--- src/rtl/sq_pkg.sv ---
package sq_pkg;
  // strobes the control side hands to the datapath each cycle
  typedef struct packed {
    logic push;   // store address enters at the tail
    logic pop;    // head entry leaves as a paired write
  } sqStrobe_t;
endpackage

--- src/rtl/sq_datapath.sv ---
module sq_datapath
  import sq_pkg::*;
#(
  parameter int ADDR_W = 16,
  parameter int DEPTH  = 8
) (
  input  logic              clk,
  input  logic              rstN,
  input  sqStrobe_t         ctl,
  input  logic [ADDR_W-1:0] pushAddr,
  input  logic [ADDR_W-1:0] ldAddr,
  output logic [ADDR_W-1:0] headAddr,
  output logic              matchAny,
  output logic [$clog2(DEPTH+1)-1:0] matchDepth
);
  localparam int PTR_W = (DEPTH > 1) ? $clog2(DEPTH) : 1;
  localparam int CNT_W = $clog2(DEPTH+1);

  logic [ADDR_W-1:0] addrMem [DEPTH];
  logic [DEPTH-1:0]  validVec;
  logic [PTR_W-1:0]  headPtr;
  logic [PTR_W-1:0]  tailPtr;

  function automatic logic [PTR_W-1:0] nextPtr(input logic [PTR_W-1:0] p);
    return (p == PTR_W'(DEPTH-1)) ? '0 : p + PTR_W'(1);
  endfunction

  always_ff @(posedge clk) begin
    if (!rstN) begin
      headPtr <= '0;
      tailPtr <= '0;
    end else begin
      if (ctl.push) tailPtr <= nextPtr(tailPtr);
      if (ctl.pop)  headPtr <= nextPtr(headPtr);
    end
  end

  always_ff @(posedge clk) begin
    if (ctl.push) addrMem[tailPtr] <= pushAddr;
  end

  // one occupancy bit per slot
  for (genvar g = 0; g < DEPTH; g++) begin : gSlot
    always_ff @(posedge clk) begin
      if (!rstN)
        validVec[g] <= 1'b0;
      else if (ctl.push && tailPtr == PTR_W'(g))
        validVec[g] <= 1'b1;
      else if (ctl.pop && headPtr == PTR_W'(g))
        validVec[g] <= 1'b0;
    end
  end

  assign headAddr = addrMem[headPtr];

  // associative compare; later (younger) hits overwrite earlier ones
  always_comb begin
    int s;
    matchDepth = '0;
    for (int k = 0; k < DEPTH; k++) begin
      s = int'(headPtr) + k;
      if (s >= DEPTH) s = s - DEPTH;
      if (validVec[s] && addrMem[s] == ldAddr) matchDepth = CNT_W'(k + 1);
    end
  end
  assign matchAny = (matchDepth != '0);

  AST_POP_HEAD_VALID: assert property (@(posedge clk) disable iff (!rstN)
    ctl.pop |-> validVec[headPtr]);
  AST_PUSH_SLOT_FREE: assert property (@(posedge clk) disable iff (!rstN)
    ctl.push |-> !validVec[tailPtr]);
endmodule

--- src/rtl/sq_control.sv ---
module sq_control
  import sq_pkg::*;
#(
  parameter int DEPTH = 8
) (
  input  logic      clk,
  input  logic      rstN,
  input  logic      stAddrValid,
  input  logic      stDataValid,
  input  logic      wrReady,
  input  logic      ldAddrValid,
  input  logic      matchAny,
  input  logic [$clog2(DEPTH+1)-1:0] matchDepth,
  output sqStrobe_t ctl,
  output logic      stAddrReady,
  output logic      stDataReady,
  output logic      wrValid,
  output logic      queueEmpty,
  output logic      ldHold
);
  localparam int CNT_W = $clog2(DEPTH+1);

  logic [CNT_W-1:0] count;
  logic [CNT_W-1:0] holdCnt;
  logic [CNT_W-1:0] holdBase;
  logic [CNT_W-1:0] holdNext;
  logic             holdLoad;

  assign queueEmpty  = (count == '0);
  assign stAddrReady = (count != CNT_W'(DEPTH));
  assign wrValid     = !queueEmpty && stDataValid;
  assign stDataReady = !queueEmpty && wrReady;
  assign ctl.push    = stAddrValid && stAddrReady;
  assign ctl.pop     = wrValid && wrReady;

  always_ff @(posedge clk) begin
    if (!rstN)
      count <= '0;
    else if (ctl.push && !ctl.pop)
      count <= count + CNT_W'(1);
    else if (!ctl.push && ctl.pop)
      count <= count - CNT_W'(1);
  end

  // hold window: number of pops until the youngest matching store is gone
  assign holdLoad = ldAddrValid && matchAny && (holdCnt == '0);

  always_comb begin
    holdBase = holdLoad ? matchDepth : holdCnt;
    holdNext = (ctl.pop && holdBase != '0) ? holdBase - CNT_W'(1) : holdBase;
  end

  always_ff @(posedge clk) begin
    if (!rstN) holdCnt <= '0;
    else       holdCnt <= holdNext;
  end

  assign ldHold = ldAddrValid && (matchAny || holdCnt != '0);

  AST_NO_OVERFLOW: assert property (@(posedge clk) disable iff (!rstN)
    count <= CNT_W'(DEPTH));
  AST_PUSH_COUNTS: assert property (@(posedge clk) disable iff (!rstN)
    (ctl.push && !ctl.pop) |=> count == $past(count) + CNT_W'(1));
  AST_EMPTY_NO_WRITE: assert property (@(posedge clk) disable iff (!rstN)
    queueEmpty |-> (!wrValid && !stDataReady));
  AST_MATCH_HOLDS: assert property (@(posedge clk) disable iff (!rstN)
    (ldAddrValid && matchAny) |-> ldHold);
  AST_HOLD_STICKY: assert property (@(posedge clk) disable iff (!rstN)
    (ldAddrValid && holdCnt != '0) |-> ldHold);
  AST_HOLD_DRAIN: assert property (@(posedge clk) disable iff (!rstN)
    (holdCnt != '0 && ctl.pop) |=> holdCnt == $past(holdCnt) - CNT_W'(1));
endmodule

--- src/rtl/store_pair_queue.sv ---
module store_pair_queue
  import sq_pkg::*;
#(
  parameter int ADDR_W = 16,
  parameter int DATA_W = 32,
  parameter int DEPTH  = 8
) (
  input  logic              clk,
  input  logic              rstN,
  input  logic              stAddrValid,
  input  logic [ADDR_W-1:0] stAddr,
  output logic              stAddrReady,
  input  logic              stDataValid,
  input  logic [DATA_W-1:0] stData,
  output logic              stDataReady,
  input  logic              ldAddrValid,
  input  logic [ADDR_W-1:0] ldAddr,
  output logic              ldHold,
  output logic              wrValid,
  output logic [ADDR_W-1:0] wrAddr,
  output logic [DATA_W-1:0] wrData,
  input  logic              wrReady,
  output logic              queueEmpty
);
  localparam int CNT_W = $clog2(DEPTH+1);

  sqStrobe_t        ctl;
  logic             matchAny;
  logic [CNT_W-1:0] matchDepth;

  sq_control #(.DEPTH(DEPTH)) uCtl (
    .clk(clk), .rstN(rstN),
    .stAddrValid(stAddrValid), .stDataValid(stDataValid), .wrReady(wrReady),
    .ldAddrValid(ldAddrValid), .matchAny(matchAny), .matchDepth(matchDepth),
    .ctl(ctl), .stAddrReady(stAddrReady), .stDataReady(stDataReady),
    .wrValid(wrValid), .queueEmpty(queueEmpty), .ldHold(ldHold)
  );

  sq_datapath #(.ADDR_W(ADDR_W), .DEPTH(DEPTH)) uDp (
    .clk(clk), .rstN(rstN), .ctl(ctl),
    .pushAddr(stAddr), .ldAddr(ldAddr),
    .headAddr(wrAddr), .matchAny(matchAny), .matchDepth(matchDepth)
  );

  assign wrData = stData;
endmodule

--- config.mk ---
export PLATFORM = sky130hd
export DESIGN_NAME = store_pair_queue
export DESIGN_NICKNAME = d
export VERILOG_FILES = /design/src/rtl/sq_pkg.sv /design/src/rtl/sq_datapath.sv /design/src/rtl/sq_control.sv /design/src/rtl/store_pair_queue.sv
export SDC_FILE = /design/constraint.sdc
export NUM_CORES = 1
export LEC_CHECK = 0
export CELL_PAD_IN_SITES_DETAIL_PLACEMENT = 0
export CELL_PAD_IN_SITES_GLOBAL_PLACEMENT = 1
export CORE_ASPECT_RATIO = 1.5
export CORE_MARGIN = 3
export CORE_UTILIZATION = 53
export DETAILED_ROUTE_END_ITERATION = 10
export PLACE_DENSITY = 0.95
export SYNTH_ARGS = -nofsm -noshare
export SYNTH_HDL_FRONTEND = slang
export SYNTH_SLANG_ARGS = --single-unit
export TNS_END_PERCENT = 1
--- constraint.sdc ---
create_clock -name clk -period 11.35 [get_ports clk]
set_input_delay 1.135 -clock clk [delete_from_list [all_inputs] [get_ports clk]]
set_output_delay 1.135 -clock clk [all_outputs]
set_load 0.1 [all_outputs]
# Word-level counts from Yosys, hierarchy flattened
# Memory sizes are Yosys's and may differ from the RTL's. A register that Yosys moved wholly into a read port is not among the register bits.
# Index checks and enable logic that the tools add are counted.
# word_totals
rom_bits	0
n_memories	1
register_bits	22
elab_cells	192
latch_bits	0
in_bits	70
ramBits	128
out_inout_bits	53
# classes
addsub	20
multipliers	0
eq_ne	23
div	0
bitwise	0
magnitude_cmp	16
n_shift	0
n_reduce_logical	54
mux	66
# mem_list
memory	words	width	rd	rd_clocked_by_memory_dff	write_ports	line	source
uDp.addrMem	8	16	9	1	1	sq_datapath.sv:19	logic [ADDR_W-1:0] addrMem [DEPTH];
# ops
op	count
less-than comparator 32 x 5 -> 1 bit (second input constant)	8
two-way mux 32 bit	8
greater-or-equal comparator 32 x 5 -> 1 bit (second input constant)	7
subtractor 32 x 5 -> 32 bit (second input constant)	7
equality test 16 bit	8
two-way mux 1 bit	35
logical AND 1 bit	34
binary-select mux 1 bit (select 3 bit)	8
equality test 3 bit (second input constant)	8
two-way mux 3 bit	8
two-way mux 4 bit	5
nonzero test 2 bit	9
adder 3 x 3 -> 4 bit (second input constant)	4
equality test 3 x 2 -> 1 bit (second input constant)	4
nonzero test 4 bit	3
adder 3 x 2 -> 4 bit (second input constant)	2
logical NOT 4 bit	2
subtractor 4 x 1 -> 4 bit (second input constant)	2
adder 3 x 1 -> 3 bit (second input constant)	2
equality test 3 x 1 -> 1 bit (second input constant)	2
logical NOT 3 bit	2
subtractor 3 x 4 -> 5 bit (second input constant)	1
adder 3 x 1 -> 4 bit (second input constant)	1
adder 4 x 1 -> 4 bit (second input constant)	1
other kinds (5)	8

# Logic depth before layout (Yosys ltp)
# depth
ltp_word	21
depth_mapped	25
ltp_nobuf	16

# By module
# From an unflattened synthesis, not the netlist that was laid out.
# hier_totals
hier_cells	1081
area_unflattened_um2	14287.5
# modules_own_cells
mod	seq_area_each_um2	n_inst	area_each_um2	cells_each
sq_datapath	4184.0	1	13427.9	979
sq_control	160.2	1	619.3	70
store_pair_queue	0.0	1	240.2	32

# Least setup slack after synthesis
# Ideal clock, no wire load.
# synth_path
kind	reg2out
start	register uDp.headPtr[0]
end	output ldHold
n_path_buf	6
path_slack_ns	5.658
required_time_ns	10.215
stages_incl_launch_ff	18
t_arrival_ns	4.557
path_cell_list	dfxtp_1 > buf_6 > buf_6 > inv_2 > buf_4 > buf_4 > buf_2 > ha_1 > buf_6 > mux4_2 > mux2i_1 > xor2_1 > o211ai_1 > or4_1 > or4_1 > a311o_1 > and2_1 > o31a_1
# synth_via
elab_chain_cells	17
elab_cells_between_ends	83
# synth_lines
element	line	source
start, declared	sq_datapath.sv:21	logic [PTR_W-1:0] headPtr;
start signal, assigned	sq_datapath.sv:34	if (ctl.pop) headPtr <= nextPtr(headPtr);
branches (longest 13 deep; another with subtractor 32 x 5 -> 32 bit)	-	
two-way mux 4 bit *	sq_datapath.sv:63	if (validVec[s] && addrMem[s] == ldAddr) matchDepth = CNT_W'(k + 1);
nonzero test 4 bit *	sq_datapath.sv:66	assign matchAny = (matchDepth != '0);
logical OR 1 bit *	sq_control.sv:58	assign ldHold = ldAddrValid && (matchAny || holdCnt != '0);
logical AND 1 bit *	sq_control.sv:58	
end, declared	store_pair_queue.sv:18	output logic ldHold,
# Every way passes the cells marked *. The select of a mux whose other input is x is not followed.

# Final worst setup path
# layout_path
start	register uDp.headPtr[1]
end	output ldHold
# Same word-level chain as after synthesis.

==> impl_metrics.env <==
export IMPL_status="completed"
export IMPL_synthAdderAreaFrac_pct=1.66
export IMPL_grt_overflow=0
export IMPL_dieArea_sq_mm=0.0285
export IMPL_track_usage_pct=28.9
export IMPL_syn_area_sq_mm=0.0140
export IMPL_grt_pass1_wl_mm=62.1
export IMPL_finalCriticalPeriod_ns=7.98
export IMPL_rsz0062_at_grt="false"
export IMPL_synth_seq_cells=153
export IMPL_hp_class="register to register"
export IMPL_setup_worst_path_end_class="output pin"
export IMPL_worstMarginPinSlew_ns=1.11
export IMPL_synth_area_top_cells="mux4_2, edfxtp_1, mux2i_1"
export IMPL_drv_cap=0
export IMPL_synth_cell_types=62
export IMPL_synth_edf_count=128
export IMPL_gp_congestion=1.05
export IMPL_powerDensity_mw_per_mm2=185
export IMPL_post_route_period_util_pct=70.3
export IMPL_async_reset_ff_share_pct=0
export IMPL_synth_xor_area_share_pct=8.74
export IMPL_post_route_cell_area_sq_mm=0.0152
export IMPL_grt_pass1_vias=9917
export IMPL_yosys_area_share_simple_pct=7.13
export IMPL_dieHeight_um=205
export IMPL_finalWirelength_mm=40.8
export IMPL_holdCritStartpoint="uCtl.count[3]"
export IMPL_crit_fanout=57
export IMPL_antennaDiodeCount=0
export IMPL_tns_ns=0
export IMPL_grt_max_degree=58
export IMPL_antenna_left=0
export IMPL_final_max_slew_viol_count=0
export IMPL_syn_inst=1075
export IMPL_initial_utilization_pct=54.1
export IMPL_antenna_found_initial=0
export IMPL_cts_htree_levels=4
export IMPL_layout_setup_ws_ns=3.37
export IMPL_cts_root_buf="clkbuf_16"
export IMPL_cts_resized=0
export IMPL_io_pins=123
export IMPL_cp_arrival_ns=6.85
export IMPL_skew_ns=0.0178
export IMPL_cp_top_family="buffers and inverters"
export IMPL_cp_required_ns=10.22
export IMPL_place_area_sq_mm=0.0145
export IMPL_max_stage_delay_ns=0.97
export IMPL_ctsHoldBuffers=0
export IMPL_most_common_layout_cells="mux4_2, edfxtp_1, mux2i_1"
export IMPL_numCtsBuffers=17
export IMPL_synth_compound_area_share_pct=5.28
export IMPL_yosysTopAreaCellShare_pct=31.0
export IMPL_viasPerCell=7.22
export IMPL_dp_hpwl_mm=29.2
export IMPL_die_x_um=139
export IMPL_startpoint="uDp.headPtr[1]"
export IMPL_max_slew_margin_pct=24.2
export IMPL_ys_flop_type="edfxtp_1"
export IMPL_yosysSeqAreaShare_pct=31.0
export IMPL_fmax_mhz=125
export IMPL_finalPower_uw=2800
export IMPL_crit_slowest_cell="clkdlybuf4s50_1"
export IMPL_setup_violations=0
export IMPL_drc_errors=0
export IMPL_clock_sinks=153
export IMPL_p_leak_uw=0.00475
export IMPL_layout_commonest_cell="mux4_2"
export IMPL_syn_nets=1163
export IMPL_pre_cts_ws_ns=3.78
export IMPL_reg2reg_from="uDp.headPtr[1]"
export IMPL_drive_above_1_share_pct=26.9
export IMPL_tritoncts="built"
export IMPL_drt_initial_drc_count=1231
export IMPL_crit_buf_inv=3
export IMPL_yosys_warnings=0
export IMPL_synth_area_leader_cell="mux4_2"
export IMPL_avgRoutedWirePerCell_um=29.1
export IMPL_crit_path_frequent_cell="or4_1"
export IMPL_start_kind="register"
export IMPL_drtPass1Iterations=5
export IMPL_synth_top_family_by_area="multiplexers"
export IMPL_fin_nets=1145
export IMPL_cts_setup_buffers=0
export IMPL_syn2layout_area_growth_pct=8.01
export IMPL_critPathKind="register to output pin"
export IMPL_cts_clk_slew_worst_paths_ns=0.07
export IMPL_io_buffers=58
export IMPL_vias=10125
export IMPL_crit_chain="inv_2 -> ha_4 -> buf_4 -> mux4_2 -> mux2i_1 -> nor2_1 -> or4_1 -> or4_1 -> a311o_1 -> and2_1 -> o31a_1 -> clkdlybuf4s50_1"
export IMPL_cts_buffer_depth=2
export IMPL_row_count=72
export IMPL_clock_latency_ns=0.47
export IMPL_coreArea_sq_mm=0.0259
export IMPL_syn_avg_cell_area_sq_um=13.1
export IMPL_ir_worst_vdd_v=0.000212
export IMPL_synth_mux_area_share_pct=40.5
export IMPL_hold_violations=0
## cell usage after synthesis (all sizes together) (6+ instances only)
master	instances
a2111oi	6
a211oi	7
a21oi	20
a22oi	32
and3	7
buf	100
clkbuf	20
clkinv	7
dfxtp	25
edfxtp	128
ha	17
inv	12
mux2	17
mux2i	114
mux4	193
nand2	41
nand3	20
nand4	22
nor2	50
nor3	18
nor4	11
o21ai	11
o22ai	6
xnor2	94
xor2	46
## worst reg2reg max path, cell delays in order, from the launching register on
cell	delay [ns]
dfxtp_4	0.86
inv_2	0.34
ha_4	0.81
buf_4	0.82
mux4_2	0.64
mux2i_1	0.15
nor2_1	0.08
or4_1	0.50
or4_1	0.43
a311o_1	0.32
a211oi_2	0.27
or2_2	0.16
ha_1	0.22
a31oi_2	0.14
or3_1	0.34
a21oi_2	0.14
## stage by stage
step / std cells / utilization, % / hold WS, ns
3_3_place_gp: 1371 / 56.0 / 0.481
3_5_place_dp: 1371 / 56.0 / 0.499
4_1_cts: 1403 / 58.4 / 0.508
5_1_grt: 1403 / 58.4 / 0.522
2_1_floorplan: 1075 / - / 0.467
6_report: 1403 / 58.4 / 0.508
## final cells by class
type,instances,area (sq um)
Fill cell,2036,10800
Multi-Input combinational cell,783,8920
Sequential cell,153,4360
Timing Repair Buffer,83,768
Clock buffer,17,425
Tap cell,333,417
Clock inverter,15,199
Inverter,19,71.3
## state kept, by name, summed over array words and instances, names as in the netlist, named ones only
name,flops
uDp.tailPtr,3
uDp.validVec,8
uDp.headPtr,3
uDp.addrMem,128
uCtl.holdCnt,4
uCtl.count,4
## power breakdown
group / switching [uW] / leakage, uW / internal [uW]
clock network: 234 / 0.000295 / 367
logic: 851 / 0.00309 / 602
registers: 87.9 / 0.00137 / 656
## per-layer routing
layer,GRT usage [%],wire (um)
met5,0,0
met4,19.8,2950
met3,5.18,3070
met2,48.5,20700
met1,34.0,14100
## cells by family (layout without fill, tap and decap cells)
kind of cell,Yosys count,in the layout
fa+ha+maj,18,18
buf+inv,139,134
flops,153,153
compound gates,102,102
mux,324,324
xor+xnor,140,140
simple gates,199,199
## final timing paths
kind,slack [ns],endpoint,depth (start not counted)
worst max-delay path,3.37,ldHold,12
worst min-delay path,0.51,uCtl.count[3],2
worst max register to register,5.07,uCtl.holdCnt[0],15
worst min register to register,0.51,uCtl.count[3],2
Power figures use the tool's default switching activity.
